**src/rtl/irq_sel_pkg.sv**
```systemverilog
package irq_sel_pkg;
    typedef logic [1:0] priv_t;

    localparam priv_t PRIV_USER = 2'd0;
    localparam priv_t PRIV_SUPV = 2'd1;
    localparam priv_t PRIV_MACH = 2'd3;
endpackage

```
**src/rtl/irq_pend_claim.sv**
```systemverilog
module irq_pend_claim #(
    parameter int NIRQ = 32
) (
    input  logic            clk_i,
    input  logic            rst_ni,
    input  logic            upd_valid_i,
    input  logic [NIRQ-1:0] upd_mask_i,
    input  logic [NIRQ-1:0] upd_value_i,
    input  logic            claim_valid_i,
    input  logic [NIRQ-1:0] claim_bits_i,
    output logic [NIRQ-1:0] pend_o,
    output logic [NIRQ-1:0] claimed_o,
    output logic            hard_req_o,
    output logic            claim_ok_o
);
    typedef struct packed {
        logic [NIRQ-1:0] pend;
        logic [NIRQ-1:0] claimed;
        logic            hard;
    } state_t;

    state_t st_d, st_q;
    logic [NIRQ-1:0] merged;
    logic            grant;

    always_comb begin
        st_d   = st_q;
        merged = (st_q.pend & ~upd_mask_i) | (upd_value_i & upd_mask_i);
        grant  = claim_valid_i && ((st_q.claimed & claim_bits_i) == '0);
        if (upd_valid_i) begin
            st_d.pend = merged;
            st_d.hard = |merged;
        end
        if (grant) begin
            st_d.claimed = st_q.claimed | claim_bits_i;
        end
    end

    always_ff @(posedge clk_i) begin
        if (!rst_ni) begin
            st_q <= '0;
        end else begin
            st_q <= st_d;
        end
    end

    assign pend_o     = st_q.pend;
    assign claimed_o  = st_q.claimed;
    assign hard_req_o = st_q.hard;
    assign claim_ok_o = grant;
endmodule

```
**src/rtl/irq_qualify.sv**
```systemverilog
module irq_qualify #(
    parameter int NIRQ = 32
) (
    input  logic [NIRQ-1:0]     pend_i,
    input  logic [NIRQ-1:0]     enable_i,
    input  logic [NIRQ-1:0]     deleg_i,
    input  irq_sel_pkg::priv_t  priv_i,
    input  logic                mie_i,
    input  logic                sie_i,
    output logic [NIRQ-1:0]     elig_o
);
    import irq_sel_pkg::*;

    logic            mach_open;
    logic            supv_open;
    logic [NIRQ-1:0] cand;

    always_comb begin
        mach_open = (priv_i < PRIV_MACH) || ((priv_i == PRIV_MACH) && mie_i);
        supv_open = (priv_i < PRIV_SUPV) || ((priv_i == PRIV_SUPV) && sie_i);
        cand      = pend_i & enable_i;
        elig_o    = (cand & ~deleg_i & {NIRQ{mach_open}})
                  | (cand &  deleg_i & {NIRQ{supv_open}});
    end
endmodule

```
**src/rtl/irq_lsb_pick.sv**
```systemverilog
module irq_lsb_pick #(
    parameter int NIRQ  = 32,
    parameter int IDX_W = $clog2(NIRQ)
) (
    input  logic [NIRQ-1:0]  vec_i,
    output logic             valid_o,
    output logic [IDX_W-1:0] idx_o
);
    always_comb begin
        idx_o = '0;
        for (int i = NIRQ - 1; i >= 0; i--) begin
            if (vec_i[i]) begin
                idx_o = IDX_W'(i);
            end
        end
        valid_o = |vec_i;
    end
endmodule

```
**src/rtl/hart_irq_arbiter.sv**
```systemverilog
module hart_irq_arbiter #(
    parameter int NIRQ    = 32,
    parameter bit OUT_REG = 1'b1,
    localparam int IDX_W  = $clog2(NIRQ)
) (
    input  logic             clk_i,
    input  logic             rst_ni,
    input  logic             upd_valid_i,
    input  logic [NIRQ-1:0]  upd_mask_i,
    input  logic [NIRQ-1:0]  upd_value_i,
    output logic [NIRQ-1:0]  upd_old_o,
    output logic [NIRQ-1:0]  pend_o,
    output logic             hard_req_o,
    input  logic             claim_valid_i,
    input  logic [NIRQ-1:0]  claim_bits_i,
    output logic             claim_ok_o,
    output logic [NIRQ-1:0]  claimed_o,
    input  logic [NIRQ-1:0]  enable_i,
    input  logic [NIRQ-1:0]  deleg_i,
    input  logic [1:0]       priv_i,
    input  logic             mie_i,
    input  logic             sie_i,
    output logic             irq_valid_o,
    output logic [IDX_W-1:0] irq_idx_o
);
    typedef struct packed {
        logic             valid;
        logic [IDX_W-1:0] idx;
    } pick_t;

    logic [NIRQ-1:0] pend_w;
    logic [NIRQ-1:0] elig_w;
    pick_t           pick_w;

    irq_pend_claim #(.NIRQ(NIRQ)) i_pend (
        .clk_i         (clk_i),
        .rst_ni        (rst_ni),
        .upd_valid_i   (upd_valid_i),
        .upd_mask_i    (upd_mask_i),
        .upd_value_i   (upd_value_i),
        .claim_valid_i (claim_valid_i),
        .claim_bits_i  (claim_bits_i),
        .pend_o        (pend_w),
        .claimed_o     (claimed_o),
        .hard_req_o    (hard_req_o),
        .claim_ok_o    (claim_ok_o)
    );

    irq_qualify #(.NIRQ(NIRQ)) i_qual (
        .pend_i   (pend_w),
        .enable_i (enable_i),
        .deleg_i  (deleg_i),
        .priv_i   (priv_i),
        .mie_i    (mie_i),
        .sie_i    (sie_i),
        .elig_o   (elig_w)
    );

    irq_lsb_pick #(.NIRQ(NIRQ), .IDX_W(IDX_W)) i_pick (
        .vec_i   (elig_w),
        .valid_o (pick_w.valid),
        .idx_o   (pick_w.idx)
    );

    generate
        if (OUT_REG) begin : g_out_reg
            pick_t sel_d, sel_q;

            always_comb begin
                sel_d = pick_w;
            end

            always_ff @(posedge clk_i) begin
                if (!rst_ni) begin
                    sel_q <= '0;
                end else begin
                    sel_q <= sel_d;
                end
            end

            assign irq_valid_o = sel_q.valid;
            assign irq_idx_o   = sel_q.idx;
        end else begin : g_out_comb
            assign irq_valid_o = pick_w.valid;
            assign irq_idx_o   = pick_w.idx;
        end
    endgenerate

    assign pend_o    = pend_w;
    assign upd_old_o = pend_w;
endmodule

```
**config.mk**
```make
export PLATFORM = sky130hd
export DESIGN_NAME = hart_irq_arbiter
export DESIGN_NICKNAME = d
export VERILOG_FILES = /design/src/rtl/irq_sel_pkg.sv /design/src/rtl/irq_pend_claim.sv /design/src/rtl/irq_qualify.sv /design/src/rtl/irq_lsb_pick.sv /design/src/rtl/hart_irq_arbiter.sv
export SDC_FILE = /design/constraint.sdc
export NUM_CORES = 1
export LEC_CHECK = 0
export BUFFER_PORTS_ARGS = -buffer_cell sky130_fd_sc_hd__buf_2
export CAP_MARGIN = 20
export CORE_AREA = 2 2 89 134
export DETAILED_ROUTE_END_ITERATION = 7
export DIE_AREA = 0 0 91 136
export PLACE_DENSITY = 0.81
export SYNTH_ARGS = -nofsm -noshare
export SYNTH_HDL_FRONTEND = slang
export SYNTH_HIERARCHICAL = 1
export SYNTH_SLANG_ARGS = --single-unit
export TNS_END_PERCENT = 5
```
**constraint.sdc**
```tcl
create_clock -name clk_i -period 2 [get_ports clk_i]
set_input_delay 0.1 -clock clk_i [delete_from_list [all_inputs] [get_ports clk_i]]
set_output_delay 0.1 -clock clk_i [all_outputs]
set_load 0.01 [all_outputs]
```
; Word level (Yosys, flattened, before mapping)
; Cells that the tools add are included.
; Widths: inputs -> output; s select.
[classes]
addsub = 0
multipliers = 0
div = 0
order_cmp = 2
eq_ne = 2
n_shift = 0
muxes = 31
bitwise_logic = 14
reduce_logical = 13
[op_table]
columns = op, count
row1 = $and 32x32->32, 8
row2 = $or 32x32->32, 3
row3 = $mux 5, 16
row4 = $not 32->32, 2
row5 = $reduce_or 32->1, 2
row6 = $logic_not 32->1, 1
row7 = $mux 4, 8
row8 = $reduce_or 17->1, 1
row9 = $mux 3, 4
row10 = $reduce_or 9->1, 1
row11 = $reduce_or 5->1, 1
row12 = $mux 2, 2
row13 = $logic_and 1x1->1, 3
row14 = $reduce_or 3->1, 1
row15 = $eq 2x1->1 const B, 1
row16 = $eq 2x2->1 const B, 1
row17 = $logic_or 1x1->1, 2
row18 = $lt 2x1->1 const B, 1
row19 = $lt 2x2->1 const B, 1
row20 = $reduce_or 2->1, 1
row21 = $mux 1, 1
row22 = $not 1->1, 1
[word_totals]
regBits = 71
latchBits = 0
mem_bits_rw = 0
romBits = 0
in_bits = 168
output_inout_bits = 104
elab_cells = 71
n_memories = 0

; Logic depth before layout (Yosys ltp)
[depth]
word_depth = 36
mapped_depth = 11
depth_no_buf = 8

; Cells and area by module
; Netlist, hierarchy kept.
[by_module_without_submodules]
columns = module, n_inst, cells_per_inst, area_each_um2, seq_area_each_um2
row1 = irq_pend_claim, 1, 409, 3244.4, 1301.2
row2 = irq_qualify, 1, 110, 1042.2, 0.0
row3 = hart_irq_arbiter, 1, 44, 397.9, 120.1
row4 = irq_lsb_pick, 1, 65, 385.4, 0.0

; Least setup slack after synthesis
; No wires, ideal clock.
[synth_timing]
path_type = in2reg
start = in priv_i[1]
end = reg g_out_reg.sel_q, in the netlist irq_idx_o[2]
setup_time_ns = 0.115
t_arrival_ns = 1.732
required_time_ns = 1.885
slack_ns = 0.153
stages = 11
path_buffers = 3
cell_sequence = clkbuf_2 and3b_1 buf_6 buf_8 o32ai_2 or4_1 a21oi_1 o21ai_1 nand2_1 a21boi_2 and2_1
[synth_via]
elab_cells_between_ends = 40
cone_classes = order compare (2) / eq/ne (2) / mux (28) / bitwise (3) / reduce/logical (5)
[synth_rtl]
columns = element, line
row1 = "start, declared", hart_irq_arbiter.sv:20  ; input logic [1:0] priv_i,
row2 = $eq 2x2->1 / $eq 2x1->1 (equally long branches), "irq_qualify.sv:19, irq_qualify.sv:20"
row3 = "$logic_and 1x1->1, on equally long branches", "irq_qualify.sv:19, irq_qualify.sv:20"
row4 = "$logic_or 1x1->1, on equally long branches", "irq_qualify.sv:19, irq_qualify.sv:20"
row5 = "$and 32x32->32, on equally long branches", "irq_qualify.sv:22, irq_qualify.sv:23"
row6 = $or 32x32->32 *, irq_qualify.sv:23  ; | (cand & deleg_i & {NIRQ{supv_open}});
row7 = net elig_w[30], hart_irq_arbiter.sv:32  ; logic [NIRQ-1:0] elig_w;
row8 = $mux 5 * (15 in a row), irq_lsb_pick.sv:12  ; if (vec_i[i]) begin
row9 = $mux 4 * (8 in a row), irq_lsb_pick.sv:12
row10 = $mux 3 * (4 in a row), irq_lsb_pick.sv:12
row11 = "end signal, assigned", hart_irq_arbiter.sv:77  ; sel_q <= sel_d;
row12 = "end, declared", hart_irq_arbiter.sv:67  ; pick_t sel_d, sel_q;
; The timed path passes the listed nets; every way through them passes the cells marked *.
; A chain may end at the register's enable or synchronous reset.

; Worst setup path after layout
[layout_timing]
start = reg i_pend.st_q, in the netlist i_pend/pend_o[24]
end = reg g_out_reg.sel_q, in the netlist irq_idx_o[0]
[layout_via]
elab_chain_len = 28
elab_cells_between_ends = 30
cone_classes = mux (24) / bitwise (6)
[layout_rtl]
columns = element, line
row1 = "start, declared", irq_pend_claim.sv:22  ; state_t st_d, st_q;
row2 = "start signal, assigned", irq_pend_claim.sv:43  ; st_q <= st_d;
row3 = $and 32x32->32 *, irq_qualify.sv:21  ; cand = pend_i & enable_i;
row4 = "$and 32x32->32, on equally long branches (2 in a row)", "irq_qualify.sv:22, irq_qualify.sv:23"
row5 = $or 32x32->32 *, irq_qualify.sv:23
row6 = net elig_w[24], hart_irq_arbiter.sv:32
row7 = $mux 5 * (9 in a row), irq_lsb_pick.sv:12
row8 = $mux 4 * (8 in a row), irq_lsb_pick.sv:12
row9 = $mux 3 * (4 in a row), irq_lsb_pick.sv:12
row10 = $mux 2 * (2 in a row), irq_lsb_pick.sv:12
row11 = $mux 1 *, irq_lsb_pick.sv:12
; Marked as above.

==> key figures <==
Clock tree
  – Worst skew pair latency: 0.34 ns
  – Clock sink count: 71
  – Root Driver: clkbuf_16
  – CTS tree: built
  – Htree depth: 3
  – Cts repair resizes: 0
  – Post-CTS Setup Bufs: 0
  – CTS buffer count: 9
  – Max Buffers Root-to-Sink: 2
  – CTS Hold Buffers Added: 0
  – Worst-path clk slew: roughly 0.060 ns

Layout
  – Final Util: 0.6210
  – Final Net Count: 1061
  – Design area: between 0.007 and 0.008 mm²
  – Share of cells above drive strength 1: 0.4648
  – Layout Area Growth over Synthesis: 38.30%
  – Layout Cells excl Fill: 1047
  – Filler instances: 1005

Die
  – I/O Pins: 272
  – Die Ht: 136 µm
  – Core Area: 0.01129 mm²
  – Row count: 48
  – Die area: 0.01238 mm²
  – Die Wd: between 90 and 100 µm
  – Initial Utilization: 0.4490

Critical path
  – CP Class: register to register
  – CP startpoint kind: register
  – Worst R2R Path Depth: 8
  – FF-to-FF End: irq_idx_o[0]$_SDFF_PN0_
  – Setup crit end kind: register
  – Max Fanout on Critical Path: 3
  – R2R setup slack: 0.05 ns
  – Worst flop-to-flop path startpoint: i_pend/pend_o[24]$_SDFFE_PN0P_
  – Arr. time, crit path: 2.18 ns
  – CP required: 2.23 ns

Synth
  – Post-synth top cells: 161 x nand2_1, 71 x dfxtp_1, 67 x nand3_1
  – Netlist Area Pre-Place: ~0.0051 mm²
  – Ranking of synthesized cells by area: dfxtp_1 28%, nand2_1 12%, o32ai_2 9.6%
  – Synthesis-stage register bit count: 71
  – Top FF cell, synth: dfxtp_1
  – Avg Inst Size Synth: 8.073 µm²
  – Post-synth EDFFs: 0
  – Syn Inst Count: between 600 and 700
  – Synth cell types: 45
  – Post-synth top area share: 0.2804
  – Post-synth top area cell: dfxtp_1
  – Syn_nets: around 800
  – Yosys synthesis warning count: 6
  – Most frequent cell after synthesis: nand2_1
  – Asr flop ratio synth: 0
  – Sequential-to-total area share from yosys stat: 0.2804

Detailed routing
  – DRC: 0
  – DR WL/cell: 17.45 µm
  – DRT Wirelength: 18.28 mm
  – Pre-Repair DR Iteration Count: 6
  – Vias: 5865
  – Iteration-0 DRC Markers: ~270
  – Via/cell ratio: 5.602
  – Antenna-violating nets left: 0

Timing
  – Rel. slew slack: 0.6017
  – Final setup viols: 0
  – FMAX: 512.8 MHz
  – Fin. Hold Viols: 0
  – Setup TNS: 0 ns
  – Worst Clk Skew: 0.009200 ns
  – Least-Margin Pin Slew: between 0.5 and 0.6 ns
  – RSZ-0062 raised after global routing: yes
  – Final Cycle Share: 0.9750
  – Final Critical Period: 1.950 ns
  – Max-slew violation count: 0

Min path
  – Endpoint of the worst hold path: i_pend/claimed_o[30]$_SDFFE_PN0P_
  – Hold path start: claim_bits_i[30]
  – Hold depth: 3
  – Worst Hold Class: primary input to register

Global route
  – Overflow after GRT: 0
  – Largest net degree at the start of global routing: 62
  – First-pass GRT wire length: 26.93 mm
  – Initial antenna violation count: 2
  – Vias in the first global route: 5350
  – Gr usage total: 0.2788

Status
  – Status: finished clean

Power and ir drop
  – LEAKAGE: 0.003239 µW
  – Worst VDD drop: 1.237 mV
  – Pwr Total: 6424 µW
  – Power per Cell Area: 916.2 mW/mm²

Place
  – DP HPWL: 14.54 mm
  – Port Buf Inserts: 271
  – Placed Cells: 1032
  – Cell Area, Placed: about 0.0066 mm²
  – Routability cong.: 0.9809

Job
  – Max-cap violations: 0
cell type report:
class | count | area (µm²) | share of cell area
repair buffers | 319 | 1792 | 0.2555
multi-input cells | 486 | 3302 | 0.4709
diodes | 2 | 5.005 | 0.0007138
clock inverters | 1 | 5.005 | 0.0007138
well taps | 150 | 187.7 | 0.02677
inverters | 6 | 22.52 | 0.003212
flip-flops and latches | 71 | 1431 | 0.2041
clock buffers | 12 | 266.5 | 0.03801
cells by family (layout without fill, tap and decap cells):
family | after synthesis | count (layout) | synth area share
compound gates | 124 | 124 | 0.2401
buf+inv | 71 | 338 | 0.09575
flops | 71 | 71 | 0.2804
mux | 32 | 32 | 0.06318
other cells | 0 | 2 | 0
simple gates | 330 | 330 | 0.3206
how the worst max path moves through the flow:
stage / from / end / slack, ns / cells past startpoint
CTS: i_pend/pend_o[4]$_SDFFE_PN0P_ / irq_idx_o[0]$_SDFF_PN0_ / 0.04 / 8
global route: i_pend/pend_o[24]$_SDFFE_PN0P_ / irq_idx_o[0]$_SDFF_PN0_ / -0.08 / 8
floorplan: priv_i[1] / irq_idx_o[2]$_SDFF_PN0_ / 0.15 / 11
global placement: priv_i[0] / irq_idx_o[0]$_SDFF_PN0_ / 0.009 / 10
finish: i_pend/pend_o[24]$_SDFFE_PN0P_ / irq_idx_o[0]$_SDFF_PN0_ / 0.05 / 8
detailed placement: mie_i / irq_idx_o[0]$_SDFF_PN0_ / -0.02 / 11
report_power, final:
part / internal [µW] / switching [µW]
logic: 1190 / 1610
registers: 1800 / 304
clock network: 918 / 606
sequential cells by signal, indices dropped and copies added (netlist names):
name / count
i_pend/claimed_o: 32
i_pend/pend_o: 32
irq_idx_o: 5
i_pend/hard_req_o: 1
irq_valid_o: 1
cell usage in the layout, fill, tap and decap left out, types with 7 or more instances in the layout:
cell type,n
a21boi_0,32
a21oi_1,7
and2_1,7
buf_2,271
buf_4,42
clkbuf_16,9
dfxtp_1,67
mux2i_1,32
nand2_1,161
nand3_1,64
nand3b_1,32
nand4_1,20
nor2_1,11
nor3_1,7
nor4_1,8
o21ai_2,30
o32ai_2,23
o32ai_4,7
stage by stage:
stage	hold WS (ns)	worst slack [ns]
after floorplan	0.2217	0.1535
after global placement	0.3577	0.009050
after detailed placement	0.3621	-0.02405
after CTS	0.007897	0.04294
after global routing	0.01674	-0.08001
final	0.01456	0.05009
worst max-delay path: stages (launching register included):
cell	delay [ns]
dfxtp_1	0.35
nand3_1	0.12
o32ai_4	0.27
inv_1	0.09
a2111oi_1	0.49
o31ai_2	0.15
o2111ai_1	0.13
a221oi_1	0.10
and2_1	0.15
metal layers:
metal	vias to the layer above	track usage	part of all wire
li1	2796	-	-
met1	2712	0.2802	0.34
met2	298	0.5280	0.53
met3	57	0.05322	0.079
met4	2	0.1641	0.051
met5	-	0	0.00060
Note: power is estimated with default switching activity, not from simulation.
